--- config.mk ---
export PLATFORM = sky130hd
export DESIGN_NAME = sig_ram_scan
export DESIGN_NICKNAME = d
export VERILOG_FILES = /design/src/rtl/sigcalc_pkg.sv /design/src/rtl/sig_slot_arb.sv /design/src/rtl/sig_addr_seq.sv /design/src/rtl/sig_misr.sv /design/src/rtl/sig_ram_scan.sv
export SDC_FILE = /design/constraint.sdc
export NUM_CORES = 1
export LEC_CHECK = 0
export ABC_CLOCK_PERIOD_IN_PS = 2100
export BUFFER_PORTS_ARGS = -buffer_cell sky130_fd_sc_hd__buf_2
export CAP_MARGIN = 5
export CORE_UTILIZATION = 51
export CTS_BUF_LIST = sky130_fd_sc_hd__clkbuf_8
export CTS_CLUSTER_SIZE = 12
export DETAILED_ROUTE_END_ITERATION = 10
export MAX_ROUTING_LAYER = met4
export PLACE_DENSITY = 0.9
export RECOVER_POWER = 50
export SYNTH_ARGS = -nofsm -noshare
export SYNTH_HDL_FRONTEND = slang
export SYNTH_SLANG_ARGS = --single-unit
--- constraint.sdc ---
create_clock -name clk -period 2.1 [get_ports clk]
set_clock_uncertainty 0.1 [all_clocks]
set_input_delay 0.315 -clock clk [delete_from_list [all_inputs] [get_ports clk]]
set_output_delay 0.315 -clock clk [all_outputs]
set_load 0.02 [all_outputs]
--- src/rtl/sigcalc_pkg.sv ---
package sigcalc_pkg;

  localparam int SIG_W = 32;

  typedef logic [SIG_W-1:0] sig_t;

  localparam sig_t SIG_POLY = 32'h04C1_1DB7;
  localparam sig_t SIG_SEED = '1;

  // One Galois shift with feedback, then absorb the parallel input word.
  function automatic sig_t misr_step(input sig_t state, input sig_t word);
    sig_t shifted;
    shifted = {state[SIG_W-2:0], 1'b0};
    if (state[SIG_W-1]) begin
      shifted = shifted ^ SIG_POLY;
    end
    return shifted ^ word;
  endfunction

endpackage

--- src/rtl/sig_slot_arb.sv ---
module sig_slot_arb #(
  parameter int NUM_UE = 2
) (
  input  logic              clk,
  input  logic              rst_n,
  input  logic              run,
  input  logic [NUM_UE-1:0] ue_b2b,
  output logic              grant
);

  logic [NUM_UE:0] busy_chain;

  // Busy reduction built as an OR chain across the microengines.
  assign busy_chain[0] = 1'b0;
  generate
    for (genvar g = 0; g < NUM_UE; g++) begin : g_busy
      assign busy_chain[g+1] = busy_chain[g] | ue_b2b[g];
    end
  endgenerate

  assign grant = run & ~busy_chain[NUM_UE];

  AST_NO_STEAL_BUSY: assert property (@(posedge clk) disable iff (!rst_n)
    (ue_b2b != '0) |-> !grant);

  AST_IDLE_NO_READ: assert property (@(posedge clk) disable iff (!rst_n)
    !run |-> !grant);

endmodule

--- src/rtl/sig_addr_seq.sv ---
module sig_addr_seq #(
  parameter int ADDR_W = 6
) (
  input  logic              clk,
  input  logic              rst_n,
  input  logic              run,
  input  logic              grant,
  output logic [ADDR_W-1:0] rd_addr,
  output logic              at_bottom
);

  localparam logic [ADDR_W-1:0] ADDR_TOP = '1;

  logic [ADDR_W-1:0] addr_q;
  logic [ADDR_W-1:0] addr_d;
  logic              addr_en;

  always_comb begin
    addr_en = !run || grant;
    addr_d  = addr_q;
    if (!run) begin
      addr_d = ADDR_TOP;
    end else if (grant) begin
      addr_d = addr_q - 1'b1;  // wraps from zero back to the top
    end
  end

  always_ff @(posedge clk or negedge rst_n) begin
    if (!rst_n) begin
      addr_q <= ADDR_TOP;
    end else if (addr_en) begin
      addr_q <= addr_d;
    end
  end

  assign rd_addr   = addr_q;
  assign at_bottom = (addr_q == '0);

  AST_ADDR_DESCEND: assert property (@(posedge clk) disable iff (!rst_n)
    (grant && !at_bottom) |=> (!run || rd_addr == $past(rd_addr) - 1'b1));

  AST_WRAP_TOP: assert property (@(posedge clk) disable iff (!rst_n)
    (grant && at_bottom) |=> (rd_addr == ADDR_TOP));

  AST_RESTART_TOP: assert property (@(posedge clk) disable iff (!rst_n)
    $past(!run) |-> (rd_addr == ADDR_TOP));

endmodule

--- src/rtl/sig_misr.sv ---
module sig_misr
  import sigcalc_pkg::*;
#(
  parameter int WORD_W = 16
) (
  input  logic              clk,
  input  logic              rst_n,
  input  logic              run,
  input  logic              issue,
  input  logic              issue_last,
  input  logic [WORD_W-1:0] rd_data,
  output sig_t              sig_value,
  output logic              sig_done,
  output logic              sig_valid
);

  sig_t word_ext;

  generate
    if (WORD_W < SIG_W) begin : g_zext
      assign word_ext = {{(SIG_W-WORD_W){1'b0}}, rd_data};
    end else begin : g_trunc
      assign word_ext = rd_data[SIG_W-1:0];
    end
  endgenerate

  logic pend_q, pend_d;
  logic last_q, last_d, last_en;
  sig_t acc_q, acc_d, acc_step;
  sig_t res_q, res_d;
  logic res_en;
  logic done_q, done_d;
  logic valid_q, valid_d;
  logic fold;

  always_comb begin
    fold     = run && pend_q;
    acc_step = misr_step(acc_q, word_ext);
    pend_d   = run && issue;
    last_en  = issue;
    last_d   = issue_last;
    acc_d    = acc_q;
    if (!run) begin
      acc_d = SIG_SEED;
    end else if (fold) begin
      acc_d = last_q ? SIG_SEED : acc_step;
    end
    done_d  = fold && last_q;
    res_en  = done_d;
    res_d   = acc_step;
    valid_d = run && (valid_q || done_d);
  end

  always_ff @(posedge clk or negedge rst_n) begin
    if (!rst_n) begin
      pend_q  <= 1'b0;
      last_q  <= 1'b0;
      acc_q   <= SIG_SEED;
      res_q   <= '0;
      done_q  <= 1'b0;
      valid_q <= 1'b0;
    end else begin
      pend_q  <= pend_d;
      if (last_en) begin
        last_q <= last_d;
      end
      acc_q   <= acc_d;
      if (res_en) begin
        res_q <= res_d;
      end
      done_q  <= done_d;
      valid_q <= valid_d;
    end
  end

  assign sig_value = res_q;
  assign sig_done  = done_q;
  assign sig_valid = valid_q;

  AST_DONE_ONE_CYCLE: assert property (@(posedge clk) disable iff (!rst_n)
    sig_done |=> !sig_done);

  AST_DONE_AFTER_LAST: assert property (@(posedge clk) disable iff (!rst_n)
    sig_done |-> $past(issue && issue_last, 2));

  AST_RESULT_HOLD: assert property (@(posedge clk) disable iff (!rst_n)
    !sig_done |-> $stable(sig_value));

  AST_VALID_DROP: assert property (@(posedge clk) disable iff (!rst_n)
    $past(!run) |-> !sig_valid);

endmodule

--- src/rtl/sig_ram_scan.sv ---
module sig_ram_scan
  import sigcalc_pkg::*;
#(
  parameter int ADDR_W = 6,
  parameter int WORD_W = 16,
  parameter int NUM_UE = 2
) (
  input  logic              clk,
  input  logic              rst_n,
  input  logic              scan_en,
  input  logic              emu_active,
  input  logic [NUM_UE-1:0] ue_b2b,
  output logic              rd_en,
  output logic [ADDR_W-1:0] rd_addr,
  input  logic [WORD_W-1:0] rd_data,
  output logic [31:0]       sig_value,
  output logic              sig_done,
  output logic              sig_valid
);

  logic rst_meta_q;
  logic rst_sync_n;

  // Assert asynchronously, release on the clock.
  always_ff @(posedge clk or negedge rst_n) begin
    if (!rst_n) begin
      rst_meta_q <= 1'b0;
      rst_sync_n <= 1'b0;
    end else begin
      rst_meta_q <= 1'b1;
      rst_sync_n <= rst_meta_q;
    end
  end

  logic run;
  logic grant;
  logic at_bottom;
  sig_t sig_word;

  assign run = scan_en && emu_active;

  sig_slot_arb #(
    .NUM_UE(NUM_UE)
  ) u_arb (
    .clk   (clk),
    .rst_n (rst_sync_n),
    .run   (run),
    .ue_b2b(ue_b2b),
    .grant (grant)
  );

  sig_addr_seq #(
    .ADDR_W(ADDR_W)
  ) u_seq (
    .clk      (clk),
    .rst_n    (rst_sync_n),
    .run      (run),
    .grant    (grant),
    .rd_addr  (rd_addr),
    .at_bottom(at_bottom)
  );

  sig_misr #(
    .WORD_W(WORD_W)
  ) u_misr (
    .clk       (clk),
    .rst_n     (rst_sync_n),
    .run       (run),
    .issue     (grant),
    .issue_last(at_bottom),
    .rd_data   (rd_data),
    .sig_value (sig_word),
    .sig_done  (sig_done),
    .sig_valid (sig_valid)
  );

  assign rd_en     = grant;
  assign sig_value = sig_word;

  AST_READ_NEEDS_MODE: assert property (@(posedge clk) disable iff (!rst_sync_n)
    rd_en |-> (scan_en && emu_active));

endmodule

# Yosys cells after proc, flatten, opt, wreduce, memory -nomap -nowiden
# Cells that the tools add are included.
# op_classes
addsub,1
eq_ne,2
n_mux,6
n_bitwise,5
n_reduce_logical,10
# op_table
op,count
32-bit 2-to-1 mux,3
32-bit by 16-bit bitwise XOR with 32-bit output,1
27-bit 2-to-1 mux,1
14-bit NOT,1
6-bit 2-to-1 mux,2
6-bit logical NOT,1
"6-bit by 1-bit subtractor with 6-bit output, second input constant",1
1-bit logical AND,5
"2-bit inequality test, second input constant",2
1-bit logical OR,2
2-bit AND reduction,1
1-bit AND,1
1-bit logical NOT,1
1-bit NOT,1
1-bit OR,1
# totals
regBits,76
in_bits,22
output_inout_bits,41
word_cells,33

# Depth between registers and ports, before layout
# Gate-level depths: netlist of the first run.
# logic_depth
ltp_word,6
depth_mapped,5

# By module
# From an unflattened synthesis of the first run, not the netlist that was laid out.
# hier_totals
hier_cells,215
area_unflattened_um2,3241.9
# modules_own_cells
module,instances,cells_each,area_each_um2,seq_area_each_um2
sig_misr,1,180,2834.0,1741.7
sig_addr_seq,1,30,335.3,157.7
sig_ram_scan,1,4,60.1,50.0
sig_slot_arb,1,1,12.5,0.0

# Worst setup path before layout of the first run
# OpenSTA, ideal clock, no wires.
# synth_path
path_type,register to register
startpoint,"reg u_seq.addr_q[0], in the netlist u_seq.rd_addr[0]"
endpoint,"reg u_seq.addr_q[4], in the netlist u_seq.rd_addr[4]"
setup_ns,0.064
t_arrival_ns,1.457
path_slack_ns,0.479
path_stages_with_launch,6
path_buffers,0
period_less_slack_ns,1.621
path_cell_list,dfstp_2 > inv_1 > ha_1 > or3b_1 > or4_1 > nand3_1
# synth_via
elab_chain_cells,3
# synth_rtl
item,line,source
start: declaration,sig_addr_seq.sv:14,logic [ADDR_W-1:0] addr_q;
start signal: assignment,sig_addr_seq.sv:32,addr_q <= addr_d;
6-bit by 1-bit subtractor with 6-bit output,sig_addr_seq.sv:24,addr_d = addr_q - 1'b1;
6-bit 2-to-1 mux,sig_addr_seq.sv:23,end else if (grant) begin
6-bit 2-to-1 mux,sig_addr_seq.sv:21,if (!run) begin
# No other way between the ends. The select of a mux whose other input is x is not followed.
# A chain may end at the register's enable or synchronous reset.

# Worst setup path in the final report of the first run
# Ends and elaborated chain as after synthesis.

==> run_results.csv, run 1 <==
group,metric,value,unit
run_status,status,"complete, no violations",
global_routing,grtUsageTotal,20.39,%
global_routing,antenna_found_initial,0,
critical_path,r2r_cells,5,
clock_network,cts_tree,"built",
timing,rsz0062_at_grt,"false",
critical_path,critPathLaunchType,"flop",
critical_path,cp_max_fo,5,
clock_network,insertion_delay,0.34,ns
place,dp_hpwl,3744,µm
clock_network,htree_levels,3,
drt,ant_nets,0,
floorplan,initial_utilization,52.70,%
yosys,synth_area,3102,µm²
global_routing,grt_pass1_vias,2021,
global_routing,grt_pass1_wl,9390,µm
drt,wl_per_cell,14.94,µm
yosys,synth-seq-cells,76,
critical_path,r2r_setup_slack,0.39,ns
drt,drt_pass1_iterations,4,
critical_path,worstReg2RegStart,"u_seq.rd_addr[0]",
floorplan,io_pins,63,
floorplan,die_width,79.99,µm
timing,period_minus_slack,1.709,ns
pwr,peakVddDrop,0.0003550,V
global_routing,grt_max_degree,75,
run,maxCapViolCount,0,
critical_path,path_class,"flop to flop",
clock_network,clk_pin_slew,0.07,ns
clock_network,cts_root_buffer,"clkbuf_8",
place,globalplace.congestion,0.7308,
timing,relSlewSlack,36.57,%
min_path,min_path_type,"primary input to flop",
place,port_buffers,62,
clock_network,cts_buffers,9,
timing,clock.fmax,585.2,MHz
floorplan,rows,28,
yosys,yosys_warnings,0,
drt,vias,1999,
timing,period_share,81.37,%
final_layout,layout-drive-gt1-share,44.92,%
timing,hold_viol,0,
yosys,seq_area_frac_synth,62.85,%
global_routing,grt-ovfl-total,0,
clock_network,clk_path_buf_depth,2,
critical_path,startpoint,"u_seq.rd_addr[0]",
yosys,syn_inst,234,
critical_path,cp.required,2.27,ns
drt,drc_errors,0,
critical_path,arrival,1.88,ns
yosys,syn_nets,258,
floorplan,core-area,5886,µm²
yosys,postSynthAreaPerCell,13.26,µm²
final_layout,n_antenna_cell,0,
clock_network,cts_sinks,76,
floorplan,die_h,79.99,µm
pwr,power,2591,µW
pwr,powerDensity,704.1,nW/µm²
drt,drtIter0Drc,66,
timing,final-max-slew-violation-count,0,
final_layout,fill_cells,490,
timing,worst_pin_slew,0.9514,ns
clock_network,ctsResizeCount,0,
critical_path,reg2reg_to,"u_seq.rd_addr[4]",
critical_path,endpoint_kind,"flop",
timing,setup_viol,0,
drt,wirelength,5678,µm
min_path,hp-start,"ue_b2b[0]",
timing,fin_tns_setup,0,ns
timing,fin_hold_ws,0.1455,ns
floorplan,die_area,6398,µm²
yosys,yosys.cell_types.count,30,
final_layout,syn2layout_area_growth,18.64,%
critical_path,endpoint,"u_seq.rd_addr[4]",
final_layout,nNetsFinal,324,
pwr,p_leak,0.001684,µW
drt,vias_per_cell,5.261,
## critical path: stages, from the launching register on
cell	delay [ns]
dfstp_1	0.40
inv_1	0.10
ha_1	0.15
or3b_1	0.39
or4_1	0.42
nand3_1	0.10
## per-stage QoR
step | std cells | cell area, µm² | utilization, % | worst slack [ns]
CTS | 380 | 3697 | 62.82 | 0.4094
floorplan | 234 | 3103 | - | 0.4793
finish | 380 | 3680 | 62.52 | 0.3911
detailed placement | 363 | 3508 | 59.61 | 0.4175
global route | 380 | 3680 | 62.52 | 0.2997
global placement | 363 | 3508 | 59.61 | 0.5077
## area by class of cell
type	count	area, µm²	area share [%]
clock inverter	5	27.53	0.7480
clock buffer	11	151.4	4.114
multi-input combinational	142	1080	29.34
tap	75	93.84	2.550
sequential	76	1951	53.01
inverter	3	11.26	0.3060
timing repair buffer	68	365.4	9.929
## cell usage after synthesis (all sizes together)
library cell	count	share of area (%)
nand3	4	0.65
nand3b	1	0.24
o22a	16	4.5
xnor2	16	4.5
a21oi	1	0.16
xor2	14	4.0
ha	2	0.81
or3b	1	0.28
or4	2	0.61
or3	4	0.81
nand2b	1	0.20
and2	1	0.20
buf	10	1.6
dfstp	38	32
o21ai	20	3.2
clkbuf	3	0.36
inv	3	0.36
mux2	17	6.2
nor2	1	0.12
nor3	1	0.16
conb	1	0.12
o311ai	1	0.28
nand4	1	0.20
o31ai	1	0.24
dfrtp	38	31
nand2	18	2.2
nor3b	2	0.65
a2bb2oi	16	4.5
## kinds of logic (layout without fill, tap and decap cells)
kind of cell	after synthesis	count (layout)	synth area share, %
AO/OA/AOI/OAI	55	55	12.95
XOR/XNOR	30	30	8.471
adder cells (fa/ha/maj)	2	2	0.8066
buffers and inverters	16	87	2.340
flip-flops	76	76	62.85
multiplexers	17	17	6.172
other	1	1	0.1209
AND/OR/NAND/NOR	37	37	6.293
## cell usage in the layout (no fill, tap or decap), drive strengths merged, types with 4 or more instances in the layout
cell type   n
xnor2      16
dfstp      38
clkinv      4
nand3       4
buf        63
nand2      18
dfrtp      38
or3         4
a2bb2oi    16
xor2       14
mux2       17
o21ai      20
clkbuf     15
inv         4
o22a       16
## sequential cells by signal (all words and copies together), names as in the netlist
name,cells
rst_meta_q,1
rst_sync_n,1
u_misr.acc_q,32
u_misr.last_q,1
u_misr.pend_q,1
u_misr.sig_done,1
u_misr.sig_valid,1
u_misr.sig_value,32
u_seq.rd_addr,6
## where the power goes
part | switching (µW) | internal, µW
Combinational | 74.1 | 46.9
Sequential | 5.30 | 1480
Clock | 502 | 485
Total | 581 | 2010
## how the worst min path moves through the flow
stage                        to  slack (ns)  depth (start not counted)
3_3_place_gp         rst_meta_q       0.001                          1
3_5_place_dp         rst_meta_q       0.004                          1
5_1_grt           u_misr.pend_q        0.15                          2
2_1_floorplan        rst_meta_q       -0.08                          0
4_1_cts           u_misr.pend_q        0.13                          2
6_report       u_seq.rd_addr[1]        0.15                          2
## layer usage
metal | up-vias | part of all wire (%) | track usage (%) | routed length (µm)
met4 | 0 | 1.9 | 11.79 | 106
met1 | 979 | 46 | 26.40 | 2640
li1 | 955 | - | - | -
met3 | 14 | 3.6 | 3.771 | 204
met2 | 51 | 48 | 30.17 | 2727
met5 | - | 0 | - | 0
## repair_timing
| item | CTS | global route |
|---|---|---|
| hold buffers | 1 | 0 |
| hold endpoints to repair | 2 | 0 |
| setup buffers | 0 | 0 |
Power figures use the tool's default switching activity.
==> run 2, diff against run 1 <==
ABC_CLOCK_PERIOD_IN_PS = 1600   (was 2100)
CORE_UTILIZATION = 56   (was 51)
PLACE_DENSITY = 0.93   (was 0.9)
clock period = 1.6 ns   (was 2.1 ns; I/O delays follow)
==> run 2 against run 1 <==
Compared with the run above: global-route usage grew 2.2 points; design area up 1.5%; worst hold slack got worse by 0.078 ns; the flow now finishes with violations (setup timing); first-iteration DRC count is 94% higher; sequential power is 32% higher; register-to-register slack got worse by 0.41 ns; via count rose by 5.8%; sequential cell count is the same; total power is 38% higher; highest routed layer unchanged; setup slack worse by 0.41 ns.
==> run_results.csv, run 2 (synthesized netlist as in run 1, its figures left out) <==
group,metric,value,unit
run_status,status,"finished, violations left",
run_status,violations,"setup timing",
run,maxCapViolCount,0,
critical_path,r2r_setup_slack,-0.02,ns
clock_network,clk_pin_slew,0.08,ns
pwr,switchingPower,779.4,µW
clock_network,htree_levels,3,
timing,final-max-slew-violation-count,0,
timing,setup_viol,1,
place,dp_hpwl,4042,µm
final_layout,layout_common_cells,"buf_2 (60), dfrtp_1 (37), dfstp_2 (37)",
final_layout,post-route-util,71.75,%
critical_path,reg2reg_to,"u_seq.rd_addr[4]",
critical_path,critPathMaxStageDelay,0.41,ns
timing,fin_hold_ws,0.06795,ns
timing,clock.fmax,616.7,MHz
critical_path,cp_max_fo,4,
drt,wl_met1,2644,µm
pwr,intPower,2798,µW
min_path,holdPathEnd,"u_misr.acc_q[13]",
critical_path,arrival,1.80,ns
final_layout,final_common_cell,"buf_2",
drt,drt_pass1_iterations,4,
drt,wl_per_cell,15.70,µm
critical_path,r2r_cells,5,
place,port_buffers,62,
pwr,peakVddDrop,0.0005906,V
floorplan,io_pins,63,
global_routing,grt_max_degree,75,
drt,vias_per_cell,5.563,
drt,drc_errors,0,
drt,routed.top_layer,"met4",
clock_network,cts_sinks,76,
pwr,seqPwrFrac,54.4,%
critical_path,worstReg2RegStart,"u_seq.rd_addr[0]",
timing,relSlewSlack,37.06,%
floorplan,die_h,76.43,µm
critical_path,cp_cell_sequence,"inv_2 > ha_1 > or3b_4 > or4_1 > nand3_1",
global_routing,grtUsageTotal,22.60,%
drt,drtIter0Drc,128,
floorplan,die_width,76.43,µm
clock_network,cts_tree,"built",
pwr,p_leak,0.001708,µW
min_path,min_path_type,"primary input to flop",
drt,ant_nets,0,
pwr,sw_frac_of_total,21.78,%
timing,rsz0062_at_grt,"true",
critical_path,cp.required,1.78,ns
critical_path,critPathLaunchType,"flop",
clock_network,cts_root_buffer,"clkbuf_8",
floorplan,rows,26,
clock_network,cts_buffers,9,
global_routing,grt_pass1_vias,2092,
floorplan,die_area,5841,µm²
timing,period_minus_slack,1.621,ns
floorplan,core-area,5205,µm²
final_layout,layout-drive-gt1-share,46.77,%
clock_network,insertion_delay,0.34,ns
timing,fin_tns_setup,-0.02144,ns
global_routing,grt-ovfl-total,0,
min_path,hp-start,"rd_data[13]",
timing,worst_pin_slew,0.9441,ns
pwr,comb_power_share,4.6,%
final_layout,nNetsFinal,329,
final_layout,syn2layout_area_growth,20.41,%
drt,vias,2114,
final_layout,n_antenna_cell,0,
min_path,whs_path_depth,3,
global_routing,antenna_found_initial,0,
critical_path,slowest_stage,"or4_1",
critical_path,endpoint_kind,"flop",
drt,met3_length,267,µm
drt,wirelength,5967,µm
global_routing,grt_pass1_wl,9922,µm
pwr,powerDensity,957.9,nW/µm²
timing,hold_viol,0,
place,globalplace.congestion,0.7720,
timing,period_share,101.3,%
floorplan,initial_utilization,59.59,%
timing,fin_ws,-0.02144,ns
critical_path,path_class,"flop to flop",
clock_network,clk_path_buf_depth,2,
drt,wl_met2,2959,µm
pwr,p_clk_share,41.0,%
## run 2: critical path, delay by kind of cell (launching register included)
family        cells  cell delay [ns]
fa+ha+maj         1             0.13
buf+inv           1             0.06
simple gates      3             0.89
flops             1             0.39
## run 2: final cells by class
type / count / area (µm²)
Clock inverter: 5 / 51.30
Multi-Input combinational cell: 142 / 1082
Clock buffer: 11 / 151.4
Fill cell: 377 / 1470
Timing Repair Buffer: 73 / 400.4
Sequential cell: 76 / 1951
Inverter: 3 / 11.26
Tap cell: 70 / 87.58
## run 2: power groups by stage
stage          Sequential [µW]  Combinational [µW]  Clock, µW
2_1_floorplan             2010                73.1          0
4_1_cts                   1950                 174       1490
3_3_place_gp              1980                 164          0
6_report                  1950                 166       1470
3_5_place_dp              1980                 168          0
5_1_grt                   1950                 183       1570
## run 2: worst max path at each step
| stage | to | from |
|---|---|---|
| after floorplan | u_seq.rd_addr[4] | u_seq.rd_addr[0] |
| after global placement | u_seq.rd_addr[4] | u_seq.rd_addr[0] |
| after detailed placement | u_seq.rd_addr[4] | u_seq.rd_addr[0] |
| after CTS | u_seq.rd_addr[4] | u_seq.rd_addr[0] |
| after global routing | u_seq.rd_addr[4] | u_seq.rd_addr[0] |
| final | u_seq.rd_addr[4] | u_seq.rd_addr[0] |
## run 2: per-layer routing
metal / up-vias / global-route usage [%]
met2: 52 / 35.50
met4: 0 / 9.615
li1: 970 / -
met1: 1081 / 28.87
met3: 11 / 4.311
met5: - / -
## run 2: repair_timing
item / in CTS / in global routing
gates resized for setup: 0 / 0
buffers inserted: 1 / 1
endpoints found under the hold margin: 2 / 0
setup endpoints to repair: 1 / 1
hold buffers: 1 / 0
## run 2: stage by stage
step | total power (µW) | setup slack (ns) | instances | instance area, µm²
3_5_place_dp | 2149 | -0.01297 | 361 | 3527
6_report | 3578 | -0.02144 | 380 | 3735
2_1_floorplan | 2079 | 0.002996 | 234 | 3105
5_1_grt | 3702 | -0.05869 | 380 | 3735
3_3_place_gp | 2144 | 0.03430 | 361 | 3527
4_1_cts | 3610 | -0.03519 | 379 | 3747
